--- config.mk ---
export PLATFORM = sky130hd
export DESIGN_NAME = rxpp_ctrl
export DESIGN_NICKNAME = d
export VERILOG_FILES = /design/src/rtl/rxpp_pkg.sv /design/src/rtl/rxpp_seq.sv /design/src/rtl/rxpp_regs.sv /design/src/rtl/rxpp_ctrl.sv
export SDC_FILE = /design/constraint.sdc
export NUM_CORES = 1
export LEC_CHECK = 0
export BUFFER_PORTS_ARGS = -buffer_cell sky130_fd_sc_hd__clkbuf_2
export CAP_MARGIN = 20
export CORE_MARGIN = 2
export CORE_UTILIZATION = 25
export DETAILED_ROUTE_END_ITERATION = 12
export RECOVER_POWER = 100
export SETUP_SLACK_MARGIN = 0.4
export SYNTH_ARGS = -nofsm -noshare
export SYNTH_HDL_FRONTEND = slang
export SYNTH_SLANG_ARGS = --single-unit
--- constraint.sdc ---
create_clock -name clk -period 2.9 [get_ports clk]
set_clock_uncertainty 0.2 [all_clocks]
set_input_delay 0.435 -clock clk [delete_from_list [all_inputs] [get_ports clk]]
set_output_delay 0.435 -clock clk [all_outputs]
set_load 0.05 [all_outputs]
--- src/rtl/rxpp_pkg.sv ---
package rxpp_pkg;

    typedef enum logic [1:0] {
        ST_IDLE  = 2'd0,
        ST_STORE = 2'd1,
        ST_TRUNC = 2'd2,
        ST_DROP  = 2'd3
    } rx_state_t;

    localparam logic [1:0] SEL_PING = 2'd0;
    localparam logic [1:0] SEL_PONG = 2'd1;
    localparam logic [1:0] SEL_CTRL = 2'd2;

endpackage

--- src/rtl/rxpp_seq.sv ---
module rxpp_seq
    import rxpp_pkg::*;
#(
    parameter int DATA_W    = 32,
    parameter int ADDR_W    = 11,
    parameter int BUF_WORDS = 512,
    parameter int PING_BASE = 'h000,
    parameter int PONG_BASE = 'h600,
    parameter bit PINGPONG  = 1'b1
) (
    input  logic              clk,
    input  logic              rst_n,
    input  logic              rx_valid,
    input  logic [DATA_W-1:0] rx_data,
    input  logic              rx_last,
    input  logic [1:0]        owned,
    output logic              mem_we,
    output logic [ADDR_W-1:0] mem_addr,
    output logic [DATA_W-1:0] mem_wdata,
    output logic              fin,
    output logic              fin_buf,
    output logic              fin_trunc
);

    localparam int CNT_W = $clog2(BUF_WORDS + 1);
    localparam logic [CNT_W-1:0]  CNT_MAX  = CNT_W'(BUF_WORDS);
    localparam logic [ADDR_W-1:0] PING_A   = ADDR_W'(PING_BASE);
    localparam logic [ADDR_W-1:0] PONG_A   = ADDR_W'(PONG_BASE);

    rx_state_t        st_q, st_nx;
    logic [CNT_W-1:0] cnt_q, cnt_nx;
    logic             turn_q;
    logic             tgt_busy;

    assign tgt_busy = owned[turn_q];

    // state register, word counter, alternation pointer
    always_ff @(posedge clk) begin
        if (!rst_n) begin
            st_q  <= ST_IDLE;
            cnt_q <= '0;
        end else begin
            st_q  <= st_nx;
            cnt_q <= cnt_nx;
        end
    end

    generate
        if (PINGPONG) begin : g_alt
            always_ff @(posedge clk) begin
                if (!rst_n)   turn_q <= 1'b0;
                else if (fin) turn_q <= ~turn_q;
            end
        end else begin : g_single
            assign turn_q = 1'b0;
        end
    endgenerate

    // next state and outputs
    always_comb begin
        st_nx     = st_q;
        cnt_nx    = cnt_q;
        mem_we    = 1'b0;
        fin       = 1'b0;
        fin_trunc = 1'b0;
        unique case (st_q)
            ST_IDLE: begin
                if (rx_valid) begin
                    if (!tgt_busy) begin
                        mem_we = 1'b1;
                        if (rx_last) begin
                            fin = 1'b1;
                        end else begin
                            st_nx  = ST_STORE;
                            cnt_nx = CNT_W'(1);
                        end
                    end else if (!rx_last) begin
                        st_nx = ST_DROP;
                    end
                end
            end
            ST_STORE: begin
                if (rx_valid) begin
                    if (cnt_q < CNT_MAX) begin
                        mem_we = 1'b1;
                        if (rx_last) begin
                            fin   = 1'b1;
                            st_nx = ST_IDLE;
                        end else begin
                            cnt_nx = cnt_q + CNT_W'(1);
                        end
                    end else if (rx_last) begin
                        fin       = 1'b1;
                        fin_trunc = 1'b1;
                        st_nx     = ST_IDLE;
                    end else begin
                        st_nx = ST_TRUNC;
                    end
                end
            end
            ST_TRUNC: begin
                if (rx_valid && rx_last) begin
                    fin       = 1'b1;
                    fin_trunc = 1'b1;
                    st_nx     = ST_IDLE;
                end
            end
            ST_DROP: begin
                if (rx_valid && rx_last) st_nx = ST_IDLE;
            end
            default: st_nx = ST_IDLE;
        endcase
        if (st_nx == ST_IDLE) cnt_nx = '0;
    end

    assign fin_buf   = turn_q;
    assign mem_addr  = (turn_q ? PONG_A : PING_A) + ADDR_W'(cnt_q);
    assign mem_wdata = rx_data;

endmodule

--- src/rtl/rxpp_regs.sv ---
module rxpp_regs
    import rxpp_pkg::*;
#(
    parameter bit PINGPONG = 1'b1
) (
    input  logic       clk,
    input  logic       rst_n,
    input  logic       fin,
    input  logic       fin_buf,
    input  logic       fin_trunc,
    input  logic       reg_wr,
    input  logic [1:0] reg_sel,
    input  logic       reg_wbit,
    output logic [1:0] reg_rdata,
    output logic [1:0] owned,
    output logic       irq_en,
    output logic       irq
);

    localparam int NBUF = PINGPONG ? 2 : 1;

    logic [1:0] trunc;

    genvar b;
    generate
        for (b = 0; b < 2; b++) begin : g_buf
            if (b < NBUF) begin : g_live
                logic hit_set, hit_clr;
                assign hit_set = fin && (fin_buf == b[0]);
                assign hit_clr = reg_wr && (reg_sel == 2'(b)) && !reg_wbit;
                always_ff @(posedge clk) begin
                    if (!rst_n) begin
                        owned[b] <= 1'b0;
                        trunc[b] <= 1'b0;
                    end else if (hit_set) begin
                        owned[b] <= 1'b1;
                        trunc[b] <= fin_trunc;
                    end else if (hit_clr) begin
                        owned[b] <= 1'b0;
                        trunc[b] <= 1'b0;
                    end
                end
            end else begin : g_absent
                assign owned[b] = 1'b0;
                assign trunc[b] = 1'b0;
            end
        end
    endgenerate

    always_ff @(posedge clk) begin
        if (!rst_n)                            irq_en <= 1'b0;
        else if (reg_wr && reg_sel == SEL_CTRL) irq_en <= reg_wbit;
    end

    assign irq = irq_en && (owned != 2'b00);

    always_comb begin
        unique case (reg_sel)
            SEL_PING: reg_rdata = {trunc[0], owned[0]};
            SEL_PONG: reg_rdata = {trunc[1], owned[1]};
            SEL_CTRL: reg_rdata = {1'b0, irq_en};
            default:  reg_rdata = 2'b00;
        endcase
    end

endmodule

--- src/rtl/rxpp_ctrl.sv ---
module rxpp_ctrl
    import rxpp_pkg::*;
#(
    parameter int DATA_W    = 32,
    parameter int ADDR_W    = 11,
    parameter int BUF_WORDS = 512,
    parameter int PING_BASE = 'h000,
    parameter int PONG_BASE = 'h600,
    parameter bit PINGPONG  = 1'b1
) (
    input  logic              clk,
    input  logic              rst_n,
    input  logic              rx_valid,
    input  logic [DATA_W-1:0] rx_data,
    input  logic              rx_last,
    output logic              mem_we,
    output logic [ADDR_W-1:0] mem_addr,
    output logic [DATA_W-1:0] mem_wdata,
    input  logic              reg_wr,
    input  logic [1:0]        reg_sel,
    input  logic              reg_wbit,
    output logic [1:0]        reg_rdata,
    output logic              irq
);

    logic [1:0] owned;
    logic       irq_en;
    logic       fin, fin_buf, fin_trunc;

    rxpp_seq #(
        .DATA_W(DATA_W), .ADDR_W(ADDR_W), .BUF_WORDS(BUF_WORDS),
        .PING_BASE(PING_BASE), .PONG_BASE(PONG_BASE), .PINGPONG(PINGPONG)
    ) u_seq (
        .clk(clk), .rst_n(rst_n),
        .rx_valid(rx_valid), .rx_data(rx_data), .rx_last(rx_last),
        .owned(owned),
        .mem_we(mem_we), .mem_addr(mem_addr), .mem_wdata(mem_wdata),
        .fin(fin), .fin_buf(fin_buf), .fin_trunc(fin_trunc)
    );

    rxpp_regs #(
        .PINGPONG(PINGPONG)
    ) u_regs (
        .clk(clk), .rst_n(rst_n),
        .fin(fin), .fin_buf(fin_buf), .fin_trunc(fin_trunc),
        .reg_wr(reg_wr), .reg_sel(reg_sel), .reg_wbit(reg_wbit),
        .reg_rdata(reg_rdata), .owned(owned), .irq_en(irq_en), .irq(irq)
    );

endmodule

==> results.md <==
- The kind of launch point of the worst setup path is a flop.
- The wire-length estimate of the detail-placed layout is 2.23 mm.
- The number of buffers added for setup after CTS is 0.
- The fraction of registers with async set or reset after synthesis is 0%.
- Cells with a size suffix above 1 make up 11.5% of the layout.
- The analysis attributes to cell leakage a power of 0.463 nW.
- The die width is 81.2 microns.
- The finished cells cover 1390 sq um.
- The number of max-cap violations is 0.
- After the first detailed-routing iteration, the DRC count stood at 84.
- Once the floorplan was initialized, standard cells occupied 25.4% of the core.
- The storage element area is 360 sq um.
- The number of filler cells placed in the layout is 652.
- After detailed routing, the number of vias per cell comes to 4.80.
- The total track usage is ~9%.
- Across all layers, the routed design uses 1114 vias.
- The path depth of the worst reg2reg path is 5.
- For the worst setup path, the data arrival time is 2.39 ns.
- Combinational logic is responsible for 25.8% of the overall power.
- The pin count of the biggest net entering global routing is 12.
- The final-report max-slew violation count is 0.
- The number of H-tree levels is 1.
- Dividing total power by cell area gives a power density of approximately 460 nW/um^2.
- The flow ran to the end, and the final reports show no timing, DRC or antenna violations.
- The die is around 81 microns tall.
- For this design, the CTS-stage hold fixing added 0 buffers.
- The number of clock sinks is 18.
- The count of warnings emitted by yosys is 0.
- After detailed routing, the total wire length is 2.91 mm.
- The total CTS buffers is 3.
- The total of flip-flops plus latches after synthesis is 18.
- The area used by multi-input combinational logic is 748 sq um.
- Traced cell by cell, the critical path runs through inv_1 -> ha_1 -> a2111o_1 -> a221oi_2 -> nor3_1.
- The hold violation total from the final report was 0.
- Setup violations remaining at the end of the flow were counted as 0.
- The remaining antenna violation count is 0.
- The final critical delay including setup and external delays is 2.48 ns.
- After detailed routing, the number of remaining DRC violations is 0.
- VDD sags by at most 0.175 mV.
- The net switching share of the total power is 33.4%.
- Once placement completed, the tool counted placed cells totaling 228.
- TritonCTS built the clock tree.
- For the final routed database, the setup TNS stands at 0 ns.
- The antenna cell count is 0.
- The synthesized netlist contains 45 unique library cells.
- In this run, flip-flops and latches consume a little over two fifths of the power.
- Timing analysis after detailed placement gives a worst setup slack of approximately 0.56 ns.
- The flip-flop cell with the highest count after synthesis is dfxtp_1.
- The tightest min-delay check is of the in2reg type.
- The combined area of all synthesized cells is ~1500 sq um.
- The master cell of the clock root buffer is clkbuf_8.
- The slowest stage of the critical path belongs to the cell a221oi_2.
- In this run the power spent charging and discharging nets is 213 uW.
- At the end of the flow the core is filled with cells to 23.7%.
- The actual slew at the worst max-slew pin is 0.796 ns.
- At the worst endpoint, the required time is 2.81 ns.
- The net count after synthesis is between 200 and 250.
- The region available for standard cell placement spans roughly 6000 sq um.
- The total internal power is around 430 uW.
- The number of nets in the layout is 205.
- The post-synthesis cell count is 174.
- The achievable clock frequency is 404 MHz.
- During placement, the flow inserted port buffers numbering 22.
- The remaining global-route overflow is 0.
- The worst setup path is captured at a flop.
- The first-pass detailed-route iteration total is 4.
- The critical path crosses 5 cells after its start point.
- The family of cells with the greatest summed delay on the critical path is compound AO/OA/AOI/OAI gates.
- The longest clock path from root to sink contains 2 buffers.
- The floorplan has 28 rows.
- The depth of the worst hold-timing path is 3.
- Setup repair after global routing left no endpoint under its margin.
- The first global-routing pass estimated 4.55 mm of wire.
- The worst slew slack as a fraction of its limit is 46.9%.
- The die covers 6590 sq um.
- The count of instances resized after the clock tree is built is 1.
- The portion of the clock cycle consumed by the worst path in the final layout is 85.4%.
- The number of enable-type register cells in the synthesized netlist is 0.
- The later-pin clock latency in the skew report is 0.26 ns.
- The number of global-route vias before repair is between 900 and 1000.
- The setup path with the least slack is of type reg2reg.
- After detailed routing, the average wire length per cell comes to 12.5 microns.
- The total buffers and inverters traversed by the critical path is 1.
- The congestion estimate from routability-driven global placement came to 0.874.
- The mean cell area of the mapped netlist is 8.56 sq um.
- The clock power share is 32.5%.
- Leaving out filler cells and counting taps, the final layout contains approximately 230.
- In this run the worst path has a maximum fanout of 11.
- The largest single stage delay on the critical path is 0.71 ns.
- The number of antenna violations at the first check in global routing is 0.
- 87 I/O pins were placed.
- Clock-pin slew was measured on the worst setup and hold paths at 0.07 ns.
- The instance area at placement is 1380 sq um.
- Of the synthesized area, sequential elements account for 24.2%.
- Setup slack on the critical path of the routed design comes to 0.422 ns.
- The synthesis-to-layout area growth is -6.89%.
-- metal layers --
layer  GRT usage [%]  wire [microns]  vias to the layer above
met3            2.89             173                        6
met5               0               0                        -
met1            11.5            1420                      518
met4            2.71              23                        0
met2            13.9            1290                       32
li1                -               -                      558
-- final cells by class --
| type | instances | share of cell area, % |
|---|---|---|
| inverters | 10 | 2.71 |
| flip-flops and latches | 18 | 26.0 |
| repair buffers | 22 | 6.59 |
| clock buffers | 4 | 3.97 |
| multi-input cells | 103 | 54.0 |
| well taps | 75 | 6.77 |
-- power groups by stage --
| stage | clock network, mW | registers (mW) | logic [mW] |
|---|---|---|---|
| after floorplan | 0 | 0.270 | 0.258 |
| after detailed placement | 0 | 0.272 | 0.175 |
| final | 0.208 | 0.266 | 0.165 |
| after global routing | 0.226 | 0.267 | 0.180 |
| after CTS | 0.217 | 0.266 | 0.177 |
| after global placement | 0 | 0.271 | 0.175 |
-- worst min-delay path: stages --
cell and delay, ns:
clkbuf_2 0.09, nand3_1 0.06, a21oi_1 0.05
-- per-stage QoR --
| stage | total power, mW | hold WS (ns) |
|---|---|---|
| floorplan | 0.527 | 0.250 |
| global placement | 0.447 | 0.268 |
| detailed placement | 0.447 | 0.270 |
| CTS | 0.660 | 0.228 |
| global route | 0.674 | 0.248 |
| finish | 0.638 | 0.233 |
-- state kept, by name, summed over array words and instances, names as in the netlist --
register and flops:
u_seq.cnt_q 10, u_seq.fin_buf 1, u_regs.trunc 2, u_regs.irq_en 1
u_regs.owned 2, u_seq.st_q 2
-- synth_stat cells (all sizes together), types with 2 or more instances --
library cell,number,share of area [%]
dfxtp,18,24
nand2,10,2.5
and3,3,1.3
inv,10,2.5
a211oi,8,4.4
nor2b,4,1.7
o2111ai,3,2.9
mux2,2,1.8
ha,7,5.9
o21a,2,1.0
or3,5,2.1
mux2i,3,2.9
a21oi,7,2.4
and2b,2,1.0
or4,5,2.8
a221oi,2,2.4
nor3,2,0.67
o21ai,10,3.4
buf,43,21
nand3,4,1.3
nor2,5,1.3
o31ai,4,2.0
-- cells in the final DEF (no fill, tap or decap), types with 3 or more instances in the layout --
cell type and n:
and3_1 3, or4_1 5, o31ai_1 4, nor2_1 5
nand3_1 4, clkbuf_8 4, a21oi_1 7, clkbuf_1 15
o21ai_0 9, dfxtp_1 18, ha_1 6, nand2_1 10
or3_1 5, inv_1 10, clkbuf_2 6, a211oi_1 8
nor2b_1 4
-- worst paths after layout --
check / start / endpoint / slack (ns)
worst min-delay path: reg_wbit / u_regs.irq_en / 0.23
worst max-delay path: u_seq.st_q[0] / u_seq.cnt_q[9] / 0.42
worst min register to register: u_regs.irq_en / u_regs.irq_en / 0.28
worst max register to register: u_seq.st_q[0] / u_seq.cnt_q[9] / 0.42
-- logic make-up after synthesis --
| kind of cell | share of synthesized area (%) |
|---|---|
| compound gates | 23.5 |
| buf+inv | 23.9 |
| mux | 4.62 |
| fa+ha+maj | 5.88 |
| flops | 24.2 |
| simple gates | 17.9 |
Note: power is estimated with default switching activity, not from simulation.
